`src/rtl/rlc_pkg.sv`:
```
package rlc_pkg;

    typedef enum logic [2:0] {
        ST_IDLE   = 3'd0,
        ST_DRAW_A = 3'd1,
        ST_DRAW_B = 3'd2,
        ST_CODE   = 3'd3,
        ST_FLUSH  = 3'd4,
        ST_PASS_A = 3'd5,
        ST_PASS_B = 3'd6
    } rlc_state_e;

    localparam int unsigned MODE_W = 3;

endpackage

```
`src/rtl/rlc_lfsr.sv`:
```
// Fibonacci LFSR shifting left; the low CW bits form a coefficient.
module rlc_lfsr #(
    parameter int unsigned LW = 16,
    parameter int unsigned CW = 8,
    parameter logic [LW-1:0] SEED = 16'hACE1,
    parameter logic [LW-1:0] TAPS = 16'hB400
) (
    input  logic          clk,
    input  logic          rst_n,
    input  logic          step,
    output logic [CW-1:0] low
);

    logic [LW-1:0] q;
    logic          fb;

    assign fb  = ^(q & TAPS);
    assign low = q[CW-1:0];

    always_ff @(posedge clk or negedge rst_n) begin
        if (!rst_n) begin
            q <= SEED;
        end else if (step) begin
            q <= {q[LW-2:0], fb};
        end
    end

endmodule

```
`src/rtl/rlc_mac.sv`:
```
// Two-lane multiply and sum, all arithmetic modulo 2^(DW+CW).
module rlc_mac #(
    parameter int unsigned DW = 64,
    parameter int unsigned CW = 8
) (
    input  logic [DW-1:0]    a,
    input  logic [DW-1:0]    b,
    input  logic [CW-1:0]    ca,
    input  logic [CW-1:0]    cb,
    output logic [DW+CW-1:0] sum
);

    localparam int unsigned PW = DW + CW;

    logic [PW-1:0] prod [2];
    logic [DW-1:0] lane_d [2];
    logic [CW-1:0] lane_c [2];

    assign lane_d[0] = a;
    assign lane_d[1] = b;
    assign lane_c[0] = ca;
    assign lane_c[1] = cb;

    for (genvar g = 0; g < 2; g++) begin : g_lane
        assign prod[g] = PW'(lane_d[g]) * PW'(lane_c[g]);
    end

    assign sum = prod[0] + prod[1];

endmodule

```
`src/rtl/rlc_gearbox.sv`:
```
// Packs PW-bit words LSB-first into DW-bit words. A push always emits one
// word; once DW bits are left over, the owner must drain before pushing.
module rlc_gearbox #(
    parameter int unsigned DW = 64,
    parameter int unsigned CW = 8
) (
    input  logic             clk,
    input  logic             rst_n,
    input  logic             push,
    input  logic [DW+CW-1:0] in_word,
    input  logic             drain,
    output logic [DW-1:0]    word,
    output logic             full,
    output logic             empty
);

    localparam int unsigned WW   = 2 * DW;
    localparam int unsigned CNTW = $clog2(DW + 1);

    logic [DW-1:0]   res;
    logic [CNTW-1:0] cnt;
    logic [WW-1:0]   wide;

    assign wide  = {{DW{1'b0}}, res} | (WW'(in_word) << cnt);
    assign word  = push ? wide[DW-1:0] : res;
    assign full  = (cnt == CNTW'(DW));
    assign empty = (cnt == '0);

    always_ff @(posedge clk or negedge rst_n) begin
        if (!rst_n) begin
            res <= '0;
            cnt <= '0;
        end else if (push) begin
            res <= wide[WW-1:DW];
            cnt <= cnt + CNTW'(CW);
        end else if (drain) begin
            res <= '0;
            cnt <= '0;
        end
    end

endmodule

```
`src/rtl/rlc_coder.sv`:
```
module rlc_coder
    import rlc_pkg::*;
#(
    parameter int unsigned DW = 64,
    parameter int unsigned CW = 8,
    parameter int unsigned LW = 16,
    parameter logic [LW-1:0] SEED = 16'hACE1,
    parameter logic [LW-1:0] TAPS = 16'hB400
) (
    input  logic             clk,
    input  logic             rst_n,
    input  logic [DW-1:0]    a_data,
    input  logic             a_eop,
    input  logic             a_empty,
    output logic             a_rd,
    input  logic [DW-1:0]    b_data,
    input  logic             b_eop,
    input  logic             b_empty,
    output logic             b_rd,
    output logic [DW+CW:0]   out_word,
    output logic             out_we,
    input  logic             out_ready,
    output logic [2:0]       mode,
    output logic [CW-1:0]    coef_a,
    output logic [CW-1:0]    coef_b
);

    localparam int unsigned OW = DW + CW + 1;
    localparam int unsigned PW = DW + CW;

    rlc_state_e state, nxt;

    logic          both_ready;
    logic          lf_step, load_a, load_b;
    logic          gb_push, gb_drain, gb_full, gb_empty;
    logic          emit, emit_coded, sel_b;
    logic [CW-1:0] lf_low;
    logic [PW-1:0] mac_sum;
    logic [DW-1:0] gb_word;
    logic [OW-1:0] word_d;

    assign both_ready = !a_empty && !b_empty;
    assign mode       = state;

    rlc_lfsr #(.LW(LW), .CW(CW), .SEED(SEED), .TAPS(TAPS)) u_lfsr (
        .clk   (clk),
        .rst_n (rst_n),
        .step  (lf_step),
        .low   (lf_low)
    );

    rlc_mac #(.DW(DW), .CW(CW)) u_mac (
        .a   (a_data),
        .b   (b_data),
        .ca  (coef_a),
        .cb  (coef_b),
        .sum (mac_sum)
    );

    rlc_gearbox #(.DW(DW), .CW(CW)) u_gear (
        .clk     (clk),
        .rst_n   (rst_n),
        .push    (gb_push),
        .in_word (mac_sum),
        .drain   (gb_drain),
        .word    (gb_word),
        .full    (gb_full),
        .empty   (gb_empty)
    );

    // State register
    always_ff @(posedge clk or negedge rst_n) begin
        if (!rst_n) begin
            state <= ST_IDLE;
        end else begin
            state <= nxt;
        end
    end

    // Transitions
    always_comb begin
        nxt = state;
        unique case (state)
            ST_IDLE: begin
                if (both_ready) begin
                    nxt = ST_DRAW_A;
                end else if (!a_empty) begin
                    nxt = ST_PASS_A;
                end else if (!b_empty) begin
                    nxt = ST_PASS_B;
                end
            end
            ST_DRAW_A: nxt = ST_DRAW_B;
            ST_DRAW_B: nxt = ST_CODE;
            ST_CODE: begin
                if (out_ready && !gb_full && both_ready && (a_eop || b_eop)) begin
                    nxt = ST_FLUSH;
                end
            end
            ST_FLUSH: begin
                if (gb_empty || out_ready) begin
                    nxt = ST_IDLE;
                end
            end
            ST_PASS_A: begin
                if (out_ready && !a_empty && a_eop) begin
                    nxt = ST_IDLE;
                end
            end
            ST_PASS_B: begin
                if (out_ready && !b_empty && b_eop) begin
                    nxt = ST_IDLE;
                end
            end
            default: nxt = ST_IDLE;
        endcase
    end

    // Per-state actions
    always_comb begin
        a_rd       = 1'b0;
        b_rd       = 1'b0;
        lf_step    = 1'b0;
        load_a     = 1'b0;
        load_b     = 1'b0;
        gb_push    = 1'b0;
        gb_drain   = 1'b0;
        emit       = 1'b0;
        emit_coded = 1'b0;
        sel_b      = 1'b0;
        unique case (state)
            ST_IDLE: ;
            ST_DRAW_A: begin
                load_a  = 1'b1;
                lf_step = 1'b1;
            end
            ST_DRAW_B: begin
                load_b  = 1'b1;
                lf_step = 1'b1;
            end
            ST_CODE: begin
                if (out_ready) begin
                    if (gb_full) begin
                        gb_drain   = 1'b1;
                        emit       = 1'b1;
                        emit_coded = 1'b1;
                    end else if (both_ready) begin
                        a_rd       = 1'b1;
                        b_rd       = 1'b1;
                        gb_push    = 1'b1;
                        emit       = 1'b1;
                        emit_coded = 1'b1;
                    end
                end
            end
            ST_FLUSH: begin
                if (out_ready && !gb_empty) begin
                    gb_drain   = 1'b1;
                    emit       = 1'b1;
                    emit_coded = 1'b1;
                end
            end
            ST_PASS_A: begin
                if (out_ready && !a_empty) begin
                    a_rd = 1'b1;
                    emit = 1'b1;
                end
            end
            ST_PASS_B: begin
                if (out_ready && !b_empty) begin
                    b_rd  = 1'b1;
                    emit  = 1'b1;
                    sel_b = 1'b1;
                end
            end
            default: ;
        endcase
    end

    assign word_d = emit_coded ? {{CW{1'b0}}, 1'b1, gb_word}
                               : {{CW{1'b0}}, 1'b0, (sel_b ? b_data : a_data)};

    always_ff @(posedge clk or negedge rst_n) begin
        if (!rst_n) begin
            out_word <= '0;
            out_we   <= 1'b0;
            coef_a   <= '0;
            coef_b   <= '0;
        end else begin
            out_we <= emit;
            if (emit) begin
                out_word <= word_d;
            end
            if (load_a) begin
                coef_a <= lf_low;
            end
            if (load_b) begin
                coef_b <= lf_low;
            end
        end
    end

endmodule

```
`config.mk`:
```
export PLATFORM = sky130hd
export DESIGN_NAME = rlc_coder
export DESIGN_NICKNAME = d
export VERILOG_FILES = /design/src/rtl/rlc_pkg.sv /design/src/rtl/rlc_lfsr.sv /design/src/rtl/rlc_mac.sv /design/src/rtl/rlc_gearbox.sv /design/src/rtl/rlc_coder.sv
export SDC_FILE = /design/constraint.sdc
export NUM_CORES = 2
export LEC_CHECK = 0
export BUFFER_PORTS_ARGS = -buffer_cell sky130_fd_sc_hd__buf_2
export CAP_MARGIN = 20
export CORE_ASPECT_RATIO = 0.6
export CORE_MARGIN = 1
export CORE_UTILIZATION = 64
export CTS_BUF_LIST = sky130_fd_sc_hd__clkbuf_16
export DETAILED_ROUTE_END_ITERATION = 8
export PLACE_DENSITY_LB_ADDON = 0.3
export SLEW_MARGIN = 20
export SYNTH_ARGS = -nofsm -noshare
export SYNTH_HDL_FRONTEND = slang
export SYNTH_SLANG_ARGS = --single-unit
```
`constraint.sdc`:
```
create_clock -name clk -period 19.2 [get_ports clk]
set_clock_uncertainty 0.05 [all_clocks]
set_input_delay 0.96 -clock clk [delete_from_list [all_inputs] [get_ports clk]]
set_output_delay 0.96 -clock clk [all_outputs]
set_load 0.005 [all_outputs]
```
# Yosys cells after proc, flatten, opt, wreduce, memory -nomap -nowiden

Index checks and enable logic that the tools add are counted.

Bitwise gates (word level): 1
Add/sub/neg operators: 2
Shift operators: 1
$mul: 2
Equality and inequality tests: 12
Reduce and logical (&&, ||, !) cells: 21
Muxes and demuxes: 35

Operators by type and width:

| kind                | number |
|---|---|
| $mux 64             | 4 |
| $mul 64x8->72       | 2 |
| $or 64x128->128     | 1 |
| $shl 72x7->128      | 1 |
| $add 72x72->72      | 1 |
| $mux 65             | 1 |
| $mux 3              | 7 |
| $pmux 3 s7          | 1 |
| $reduce_xor 16->1   | 1 |
| $mux 1              | 15 |
| $mux 7              | 2 |
| $eq 3x3->1 const B  | 3 |
| $logic_and 1x1->1   | 9 |
| $ne 2x2->1 const B  | 4 |
| $pmux 1 s2          | 4 |
| $add 7x4->7 const B | 1 |
| $eq 7x7->1 const B  | 1 |
| $logic_not 7->1     | 1 |
| $eq 3x2->1 const B  | 2 |
| $reduce_and 5->1    | 1 |
| $logic_not 1->1     | 4 |
| $ne 4x4->1 const B  | 1 |
| $pmux 1 s4          | 1 |
| $eq 3x1->1 const B  | 1 |
| other kinds (4)     | 5 |

Register bits after elaboration: 180
Output and inout bits: 95

# Depth between registers and ports, before layout

Word-level depth: 8
Gate-level depth with buffers: 27
Mapped depth without buffers: 23

# Cells and area by module

A second synthesis with hierarchy kept.

Cell total of the unflattened synthesis: 4638
Area total of the unflattened synthesis: 41711.3 sq um

Modules (own cells, without submodules):

| module      | area an instance (sq um) | cells an instance | instances |
|---|---|---|---|
| rlc_mac     | 31027.3                  | 3634              | 1 |
| rlc_gearbox | 5861.9                   | 638               | 1 |
| rlc_coder   | 4086.4                   | 320               | 1 |
| rlc_lfsr    | 735.7                    | 46                | 1 |

# Worst setup path before layout

OpenSTA, ideal clock, no wires.

Path type: input port to flip-flop
Start point: input port a_data[11]
End point: register u_gear.res[18]
Arrival: 7.326 ns
Slack: 11.698 ns
Cell stages on the path: 23
Library setup time: 0.126 ns
Cell sequence: clkbuf_1 -> and2_1 -> fa_1 -> inv_1 -> fa_1 -> fa_1 -> inv_1 -> fa_1 -> fa_1 -> inv_1 -> fa_1 -> inv_1 -> ha_1 -> buf_2 -> a211oi_1 -> nor2_1 -> or4b_1 -> o211ai_1 -> a31oi_1 -> or3_1 -> and2_1 -> mux4_2 -> a221o_1

Cells in the longest elaborated chain, start to end: 5

Ends and longest elaborated chain:

| item                   | RTL line          | RTL |
|---|---|---|
| start: declaration     | rlc_coder.sv:12   | `input logic [DW-1:0] a_data,` |
| $mul 64x8->72          | rlc_mac.sv:25     | `assign prod[g] = PW'(lane_d[g]) * PW'(lane_c[g]);` |
| $add 72x72->72         | rlc_mac.sv:28     | `assign sum = prod[0] + prod[1];` |
| $shl 72x7->128         | rlc_gearbox.sv:24 | `assign wide = {{DW{1'b0}}, res} \| (WW'(in_word) << cnt);` |
| $or 64x128->128        | rlc_gearbox.sv:24 |  |
| $mux 64                | rlc_gearbox.sv:33 | `end else if (push) begin` |
| end signal: assignment | rlc_gearbox.sv:34 | `res <= wide[WW-1:DW];` |
| end: declaration       | rlc_gearbox.sv:20 | `logic [DW-1:0] res;` |

Every way passes these cells.
A chain may end at the register's enable or synchronous reset.

# Worst setup path in the final report

Start point: register coef_a[1]
End point: register u_gear.res[59]

Cells in the longest elaborated chain, start to end: 5

Ends and longest elaborated chain:

| item                     | RTL line          | RTL |
|---|---|---|
| start: declaration       | rlc_coder.sv:24   | `output logic [CW-1:0] coef_a,` |
| start signal: assignment | rlc_coder.sv:195  | `coef_a <= lf_low;` |
| $mul 64x8->72            | rlc_mac.sv:25     |  |
| $add 72x72->72           | rlc_mac.sv:28     |  |
| $shl 72x7->128           | rlc_gearbox.sv:24 |  |
| $or 64x128->128          | rlc_gearbox.sv:24 |  |
| $mux 64                  | rlc_gearbox.sv:33 |  |

Every way passes these cells.

==> results.txt <==
Die Height - 205 microns
Tcrit/Tclk final - 0.478
Syn Area/Cell - 8.41 sq um
worst hold-check slack - 351 ps
Critical Path RT - 19530 ps
Final Hold Fails - 0
cell family with most CP delay - adder cells
post-synthesis xor/xnor area fraction - 0.0137
Multi-input gate area - 34800 sq um
Hold WC Path Type - in -> async
worst-margin pin slew - 1220 ps
Setup Fix Bufs, Post-CTS - 0
Main synth FF type - dfrtp_1
Core Area - 67000 sq um
slowest stage delay, CP - 920 ps
Cell Chain, Critical Path - buf_4 -> nand2_1 -> fa_1 -> inv_1 -> fa_1 -> inv_1 -> fa_1 -> inv_1 -> fa_1 -> fa_1 -> inv_1 -> fa_1 -> inv_1 -> ha_1 -> nand4_1 -> nor4_1 -> nand4_1 -> o211ai_1 -> a21oi_1 -> o31a_1 -> xnor2_1 -> mux4_2 -> mux2i_1 -> a31oi_1
number of port buffers - 221
f_max - 109 MHz
Pins Over Slew Limit - 0
# H-tree levels - 4
RD Place Congestion - 1.10
share of the yosys chip area belonging to registers - 0.0965
drt wl/cell - 24.9 microns
setup TNS - 0 ps
Synth Area in Adders - 0.435
Crit path depth - 24
cts hold-fix bufs - 0
Clock Tree Buf Depth - 2
worst r2r path cells - 24
FP Rows - 73
Initial Utilization - 0.656
crit-path max FO - 66
compound-cell area share of the yosys netlist - 0.118
Final min period - 9180 ps
total gr overflow - 0
RSZ-0062 raised after global routing - false
global-route wire length before repair - 233 mm
register bit total from synthesis - 169
largest cells by area after synthesis - fa_1 40%, dfrtp_1 9.2%, nand2_1 7.9%
clock latency at the later pin of the worst-skew pair - 460 ps
TritonCTS clock tree - yes
# clock sinks - 169
Critical Path Sink Type - flop
Post-synth ARST share - 1.00
layout cell share with drive strength beyond 1 - 0.0837
clock slew at reported path FFs - 80 ps
die area - 69800 sq um
DR vias - 38.7k
Synth top area share - 0.401
Reg2Reg Setup Slack - 10020 ps
Ys Warns - 0
Buf/Inv on CP - 6
critical path launch point type - flop
outcome - complete, no violations
Post-synth EDFFs - 0
IO Pins - 230
DRT Wirelength - 151 mm
initial antenna violation count - 3
Area Growth Syn to Fin - 4.09%
CTS buffer count - 17
biggest area consumer among synthesized cells - fa_1
vias in the first global route - 38.1k
placed wire-length estimate - 119 mm
max-capacitance violation count - 0
DR iter-0 viols - 5238
Rel. slew slack - 0.184
most frequent cells in the layout - 923 x nand2_1, 915 x inv_1, 880 x fa_1
Reg area - 4260 sq um
vias per inst - 6.40
1st-pass router iterations - 8
synthesized area - 43900 sq um
Root Driver - clkbuf_16
WP data arrival - 9520 ps
WS Path Type - reg -> reg
Distinct cells, synth - 96
main combinational cell family by area after synthesis - adder cells
final net count - 6271
Final ANT Viol Nets - 0
Residual DRC - 0
Post-Synth Simple-Gate Area - 0.181
Crit path top cell by count - fa_1
commonest non-fill, non-tap cell in the layout - nand2_1
chip width - 340 microns
Fill cells - 5514
Setup Viol. Count Final - 0
slowest library cell on the worst path - nor4_1
CTS-repair resized insts - 0
Syn Inst Count - 5228
Total Routing Usage GR - 0.443
multiplexer share of the synthesized area - 0.0421
largest net degree at the start of global routing - 88
-- worst reg2reg max path, cell delays in order, from the launching register on --
cell and delay (ps):
dfrtp_2 340, buf_4 580, nand2_1 360, fa_1 590
inv_1 60, fa_1 530, inv_1 50, fa_1 500
inv_1 60, fa_1 490, fa_1 500, inv_1 50
fa_1 530, inv_1 60, ha_1 550, nand4_1 260
nor4_1 920, nand4_1 400, o211ai_1 280, a21oi_1 80
o31a_1 190, xnor2_1 780, mux4_2 430, mux2i_1 190
a31oi_1 250
-- routing by layer --
metal  global-route usage  vias up  part of all wire
met3                0.138      389              0.14
met5               0.0139        -           0.00086
met4                0.168        4             0.045
met2                0.616     2843              0.41
met1                0.645    19345              0.40
li1                     -    16146                 -
-- through the flow --
step	worst slack (ps)	util	std cells	area, sq um
6_report	10020	0.682	6054	45700
5_1_grt	9940	0.682	6051	45700
4_1_cts	10540	0.682	6048	45700
3_5_place_dp	10310	0.673	6016	45100
3_3_place_gp	10240	0.673	6016	45100
2_1_floorplan	11700	-	5235	44000
-- registers in the layout (all words and copies together), names as in the netlist --
register / flops
coef_a: 8
coef_b: 8
mode: 3
out_we: 1
out_word: 65
u_gear.cnt: 4
u_gear.res: 64
u_lfsr.q: 16
-- worst paths after layout --
check / to / from
setup / recovery: u_gear.res[59] / coef_a[1]
min in group clk: u_gear.res[3] / u_gear.res[3]
setup reg to reg: u_gear.res[59] / coef_a[1]
hold / removal: u_lfsr.q[12] / rst_n
hold reg to reg: u_gear.res[3] / u_gear.res[3]
max in group asynchronous: u_gear.cnt[4] / rst_n
-- cell usage after synthesis, drive strengths merged (11+ instances only) --
master  count
nand4      45
xor2       29
nor4       14
and3       17
o221ai     11
o211ai     45
nor2      202
a22oi      21
mux2       46
a221oi     23
a32oi      12
mux4       15
nand2     923
o22ai      12
a221o      11
o21ai     173
buf        65
nand3      56
a31oi      33
fa        880
mux2i      99
and2      349
dfrtp     161
or2        16
a21oi     232
clkbuf    327
a211oi     48
xnor2      39
o21a       14
nor3       48
or3        14
ha        120
inv       916
a21o       30
o31ai      11
a211o      11
-- area by class of cell --
type                       count  area share
multi-input combinational   3757       0.761
sequential                   169      0.0932
inverter                     917      0.0752
timing repair buffer         274      0.0330
tap                          900      0.0246
clock buffer                  17     0.00930
clock inverter                15     0.00350
antenna                        5    0.000274
-- cell families (layout without fill, tap and decap cells) --
logic type,Yosys count,count (layout)
compound gates,790,790
xor+xnor,68,68
fa+ha+maj,1000,1000
buf+inv,1309,1223
flops,169,169
mux,160,160
other cells,1,13
simple gates,1731,1731
Power is not shown: default switching activity piles up to over one toggle a cycle in this logic, so the estimate is an artifact.
